--- config.mk ---
export PLATFORM = sky130hd
export DESIGN_NAME = chirp_seq_fsm
export DESIGN_NICKNAME = d
export VERILOG_FILES = /design/src/rtl/chirp_pkg.sv /design/src/rtl/chirp_seq_fsm.sv
export SDC_FILE = /design/constraint.sdc
export NUM_CORES = 1
export LEC_CHECK = 0
export ABC_AREA = 1
export BUFFER_PORTS_ARGS = -buffer_cell sky130_fd_sc_hd__buf_2
export CORE_AREA = 2 2 39 41
export DETAILED_ROUTE_END_ITERATION = 8
export DIE_AREA = 0 0 41 43
export MAX_ROUTING_LAYER = met4
export PLACE_DENSITY_LB_ADDON = 0.25
export SETUP_SLACK_MARGIN = 0.3
export SYNTH_ARGS = -nofsm -noshare
export SYNTH_HDL_FRONTEND = slang
export SYNTH_SLANG_ARGS = --single-unit
--- constraint.sdc ---
create_clock -name clk -period 2.2 [get_ports clk]
set_clock_uncertainty 0.15 [all_clocks]
set_input_delay 0.66 -clock clk [delete_from_list [all_inputs] [get_ports clk]]
set_output_delay 0.66 -clock clk [all_outputs]
set_load 0.05 [all_outputs]
--- src/rtl/chirp_pkg.sv ---
package chirp_pkg;

  typedef enum logic [1:0] {
    LS_SE0 = 2'b00,
    LS_J   = 2'b01,
    LS_K   = 2'b10,
    LS_BAD = 2'b11
  } line_e;

  typedef enum logic [1:0] {
    ST_IDLE   = 2'd0,
    ST_WANT_K = 2'd1,
    ST_WANT_J = 2'd2
  } seq_e;

endpackage

--- src/rtl/chirp_seq_fsm.sv ---
module chirp_seq_fsm
  import chirp_pkg::*;
#(
  parameter int CHIRP_TARGET = 6
) (
  input  logic                                clk,
  input  logic                                rst,
  input  logic                                start_i,
  input  logic                                q_valid_i,
  input  line_e                               q_state_i,
  output logic                                valid_o,
  output logic                                invalid_o,
  output logic [$clog2(CHIRP_TARGET+1)-1:0]   count_o
);

  localparam int CW = $clog2(CHIRP_TARGET + 1);
  localparam logic [CW-1:0] LAST_STEP = CW'(CHIRP_TARGET - 1);
  localparam logic [CW-1:0] TARGET    = CW'(CHIRP_TARGET);

  seq_e          state_q, state_n;
  logic [CW-1:0] cnt_q, cnt_n;
  logic          valid_q, valid_n;
  logic          invalid_q, invalid_n;
  logic          want_hit;
  line_e         want_lvl;

  assign want_lvl = (state_q == ST_WANT_K) ? LS_K : LS_J;
  assign want_hit = q_valid_i && (q_state_i == want_lvl);

  always_comb begin
    state_n   = state_q;
    cnt_n     = cnt_q;
    valid_n   = 1'b0;
    invalid_n = 1'b0;
    if (start_i) begin
      state_n = ST_WANT_K;
      cnt_n   = '0;
    end else if (state_q != ST_IDLE) begin
      if (q_valid_i && (q_state_i == LS_SE0)) begin
        invalid_n = 1'b1;
        state_n   = ST_IDLE;
      end else if (want_hit) begin
        cnt_n = cnt_q + CW'(1);
        if (cnt_q == LAST_STEP) begin
          valid_n = 1'b1;
          state_n = ST_IDLE;
        end else begin
          state_n = (state_q == ST_WANT_K) ? ST_WANT_J : ST_WANT_K;
        end
      end
    end
  end

  always_ff @(posedge clk) begin
    if (rst) begin
      state_q   <= ST_IDLE;
      cnt_q     <= '0;
      valid_q   <= 1'b0;
      invalid_q <= 1'b0;
    end else begin
      state_q   <= state_n;
      cnt_q     <= cnt_n;
      valid_q   <= valid_n;
      invalid_q <= invalid_n;
    end
  end

  assign valid_o   = valid_q;
  assign invalid_o = invalid_q;
  assign count_o   = cnt_q;

  p_valid_at_target_r5: assert property (@(posedge clk) disable iff (rst)
    valid_q |-> (cnt_q == TARGET));

  p_valid_single_r5: assert property (@(posedge clk) disable iff (rst)
    valid_q |=> !valid_q);

  p_invalid_single_r6: assert property (@(posedge clk) disable iff (rst)
    invalid_q |=> !invalid_q);

  p_pulses_exclusive_r6: assert property (@(posedge clk) disable iff (rst)
    !(valid_q && invalid_q));

  p_count_step_r3: assert property (@(posedge clk) disable iff (rst)
    !start_i |=> ((cnt_q == $past(cnt_q)) || (cnt_q == $past(cnt_q) + CW'(1))));

  p_idle_holds_r9: assert property (@(posedge clk) disable iff (rst)
    (state_q == ST_IDLE && !start_i) |=> ($stable(cnt_q) && !valid_q && !invalid_q));

  p_count_bound_r5: assert property (@(posedge clk) disable iff (rst)
    cnt_q <= TARGET);

endmodule

Word level (Yosys, flattened, before mapping)

Cells that the tools add are included.

Divide/modulo/power cells: 0
Shifts and indexed selects: 0
Multiplexer cells: 8
Bitwise logic cells: 3
Equal/unequal tests: 3
Order comparisons: 0
Reduce and logical (&&, ||, !) cells: 13
Add/subtract/negate cells: 1
$mul: 0

Operators by type and width:

| cell                                                                   | count |
|---|---|
| 2-bit two-way mux                                                      | 4 |
| 2-bit nonzero test                                                     | 3 |
| 5-bit OR reduction                                                     | 1 |
| 1-bit two-way mux                                                      | 4 |
| 2-bit AND reduction                                                    | 2 |
| 3-bit by 1-bit adder with 3-bit output (second input constant)         | 1 |
| 3-bit equality test (second input constant)                            | 1 |
| 1-bit NOT                                                              | 3 |
| 3-bit AND reduction                                                    | 1 |
| 3-bit nonzero test                                                     | 1 |
| 3-bit OR reduction                                                     | 1 |
| 2-bit by 1-bit equality test with 1-bit output (second input constant) | 1 |
| 2-bit equality test                                                    | 1 |
| 1-bit logical AND                                                      | 2 |
| 2-bit logical NOT                                                      | 1 |
| 2-bit OR reduction                                                     | 1 |

Output and inout bits: 5
Bits of input ports: 6
Memory bits (read-only): 0
Logic and storage cells: 33
Memories: 0
Bits in writable memories: 0
Latch bits: 0
Flip-flop bits (word level): 7

Depth between registers and ports, before layout

Depth after elaboration: 8
Depth in mapped cells: 8
Depth with buffers taken out: 8

Worst setup path before layout

Ideal clock, no wire load.

Kind: reg2reg
Start point: register cnt_q[1] (netlist: count_o[1])
End point: register state_q[0]
Cell stages (with the launch flop): 8
Period minus slack after synthesis: 1.529 ns
Path buffers: 0
Setup time: 0.056 ns
Setup slack: 0.671 ns
Required time: 1.994 ns
Arrival time: 1.323 ns
Cells stage by stage: dfxtp_1 inv_1 ha_1 a21oi_1 nand4_1 nand3_1 nand2_1 inv_1

Longest elaborated chain between the ends: 6

RTL lines:

| item                     | line                | RTL |
|---|---|---|
| start: declaration       | chirp_seq_fsm.sv:21 | `logic [CW-1:0] cnt_q, cnt_n;` |
| start signal: assignment | chirp_seq_fsm.sv:62 | `cnt_q <= cnt_n;` |
| 3-bit equality test      | chirp_seq_fsm.sv:44 | `if (cnt_q == LAST_STEP) begin` |
| 2-bit two-way mux        | chirp_seq_fsm.sv:44 |  |
| 2-bit two-way mux        | chirp_seq_fsm.sv:42 | `end else if (want_hit) begin` |
| 2-bit two-way mux        | chirp_seq_fsm.sv:39 | `if (q_valid_i && (q_state_i == LS_SE0)) begin` |
| 1-bit two-way mux        | chirp_seq_fsm.sv:38 | `end else if (state_q != ST_IDLE) begin` |
| 1-bit two-way mux        | chirp_seq_fsm.sv:35 | `if (start_i) begin` |
| end signal: assignment   | chirp_seq_fsm.sv:61 | `state_q <= state_n;` |
| end: declaration         | chirp_seq_fsm.sv:20 | `seq_e state_q, state_n;` |

No other way between the ends. The select of a mux whose other input is x is not followed.
A chain may end at the register's enable or synchronous reset.

Final worst setup path

Start point: register cnt_q[2] (netlist: count_o[2])
End point: output count_o[2]

RTL lines:

| item             | line                | RTL |
|---|---|---|
| end: declaration | chirp_seq_fsm.sv:13 | `output logic [$clog2(CHIRP_TARGET+1)-1:0] count_o` |

No word-level cell between the ends.

==> results.json <==
{
  "post-route-min-period_ns": 1.805,
  "final_common_cell": "buf_2",
  "worst_pin_slew_ns": 0.2505,
  "coreArea_um2": 1384,
  "worstPathMaxFanout": 6,
  "drv_cap": 0,
  "dp_slack_ns": 0.5524,
  "gp_congestion": 0.7712,
  "layout_common_cells": "buf_2 (10), inv_1 (9), nor2_1 (8)",
  "clk_latency_ns": 0.25,
  "postRouteAntennaNets": 0,
  "hold_depth": 2,
  "start_kind": "flop",
  "outcome": "finished clean",
  "htreeDepth": 1,
  "grt_setup_unrepaired": "no",
  "initial_core_util": 0.2794,
  "worstRegToRegCells": 7,
  "antenna_found_initial": 0,
  "portBuffers": 10,
  "syn2layout_area_growth_pct": 24.92,
  "grt_usage": 0.1182,
  "post-cts-setup-buffer-count": 0,
  "syn_inst": 53,
  "tns_ns": 0,
  "grt_pass1_vias": 323,
  "yosys_warnings": 0,
  "drcViolationCount": 0,
  "finalNetCount": 76,
  "drt-total-wl_um": 785,
  "drive_gt1_frac": 0.2985,
  "whs_endpoint": "state_q[1]",
  "yosysSeqAreaShare": 0.3625,
  "synth_seq_cells": 7,
  "r2r_start": "count_o[1]",
  "period_share": 0.8206,
  "io_pins": 11,
  "synth.distinct_cells": 16,
  "grt_max_degree": 7,
  "r2r-end": "state_q[0]",
  "crit_slowest_cell": "dfxtp_1",
  "critical-path-top-delay-family": "flip-flops",
  "leakage_nw": 0.2370,
  "die-area_um2": 1763,
  "maxSlewViolCount": 0,
  "synth_area_um2": 386.6,
  "max_stage_delay_ns": 0.44,
  "path_depth": 1,
  "cts_tree": "done",
  "rows": 14,
  "overflow": 0,
  "hold_path.class": "flop to flop",
  "synth_nets": 61,
  "cp.arrival_ns": 1.00,
  "hpwl_um": 619.5,
  "via_per_inst": 4.458,
  "path_class": "flop to output pin",
  "clkTransAtPathRegs_ns": 0.06,
  "die_x_um": 41,
  "fmax_mhz": 553.9,
  "vias": 370,
  "wl_per_cell_um": 9.458,
  "cts_root_buf": "clkbuf_4",
  "worst_hold_slack_ns": 0.3700,
  "numCtsBuffers": 3,
  "max_slew_margin": 0.8324,
  "worstHoldStart": "state_q[1]",
  "reg2reg_slack_ns": 0.93,
  "grt_pass1_wl_um": 1352,
  "power_density_nw_per_um2": 601.5,
  "crit_buf_inv": 1,
  "drt_iter0_drc": 6,
  "firstDrtPassIters": 4,
  "die_h_um": 43,
  "cts_resized": 0,
  "hold_violations": 0,
  "setup_slack_ns": 0.3947,
  "clockBufferDepth": 2,
  "vdd_drop_max_uv": 209.1,
  "crit_required_ns": 1.39,
  "endpoint_kind": "output pin",
  "antennaDiodeCount": 0,
  "numClockSinks": 7,
  "path_cells": "buf_2",
  "cts_hold_buffers": 0,
  "setup_viol_count_final": 0,
  "synth.avg_cell_area_um2": 7.295
}
## where the power goes
group,internal [W],switching (W)
Clock,0.0000695,0.0000512
Combinational,0.0000130,0.0000253
Sequential,0.000129,0.00000229
## cells in the mapped netlist
library cell	instances	area [um2]
a21oi_1	3	15.01
nor2_4	2	22.52
nand3_1	4	20.02
nor2_1	8	30.03
nand3_2	1	10.01
nor3_1	1	5.000
o21ai_0	2	10.01
dfxtp_1	7	140.1
nand2_2	2	12.51
inv_1	9	33.78
xor2_1	1	8.760
a21oi_2	1	8.760
nand4_1	3	18.77
ha_1	2	25.02
inv_2	1	3.750
nand2_1	6	22.52
## area by class of cell
| cell class | count | area, um2 |
|---|---|---|
| Multi-Input combinational cell | 36 | 209.0 |
| Inverter | 10 | 37.54 |
| Fill cell | 163 | 900.9 |
| Clock buffer | 4 | 26.28 |
| Timing Repair Buffer | 10 | 50.05 |
| Tap cell | 16 | 20.02 |
| Sequential cell | 7 | 140.1 |
## per-layer routing
layer / GRT usage / routed length, um
met5: - / 0
met2: 0.1594 / 389
met4: 0.08000 / 14
met1: 0.1474 / 351
met3: 0.03141 / 29
## worst max-delay path by stage
stage                 startpoint         end  slack, ns
detailed placement  q_state_i[1]  state_q[0]       0.55
finish                count_o[2]  count_o[2]       0.39
global placement    q_state_i[1]  count_o[1]       0.58
global route          count_o[2]  count_o[2]       0.34
CTS                   count_o[2]  count_o[2]       0.39
floorplan             count_o[1]  state_q[0]       0.67
## worst reg2reg max path, delay by kind of cell (launching register included)
kind            cells  cell delay, ns
fa+ha+maj           1            0.22
simple gates        3            0.24
flops               1            0.37
buf+inv             2            0.10
compound gates      1            0.15
## per-stage QoR
step           instance area (um2)  total power (W)    util  cells
2_1_floorplan                386.6        0.0001616       -     53
4_1_cts                      483.0        0.0002969  0.3490     83
3_3_place_gp                 456.7        0.0001725  0.3300     79
3_5_place_dp                 456.7        0.0001726  0.3300     79
5_1_grt                      483.0        0.0003133  0.3490     83
6_report                     483.0        0.0002905  0.3490     83
## sequential cells by signal (all words and copies together), names as in the netlist
name	cells
count_o	3
valid_o	1
invalid_o	1
state_q	2
## logic make-up (layout without fill, tap and decap cells)
logic type	count (synthesis)	after routing	share of synthesized area
buf+inv	10	24	0.09707
simple gates	27	27	0.3657
xor+xnor	1	1	0.02266
flops	7	7	0.3624
compound gates	6	6	0.08737
fa+ha+maj	2	2	0.06471
Power figures use the tool's default switching activity.
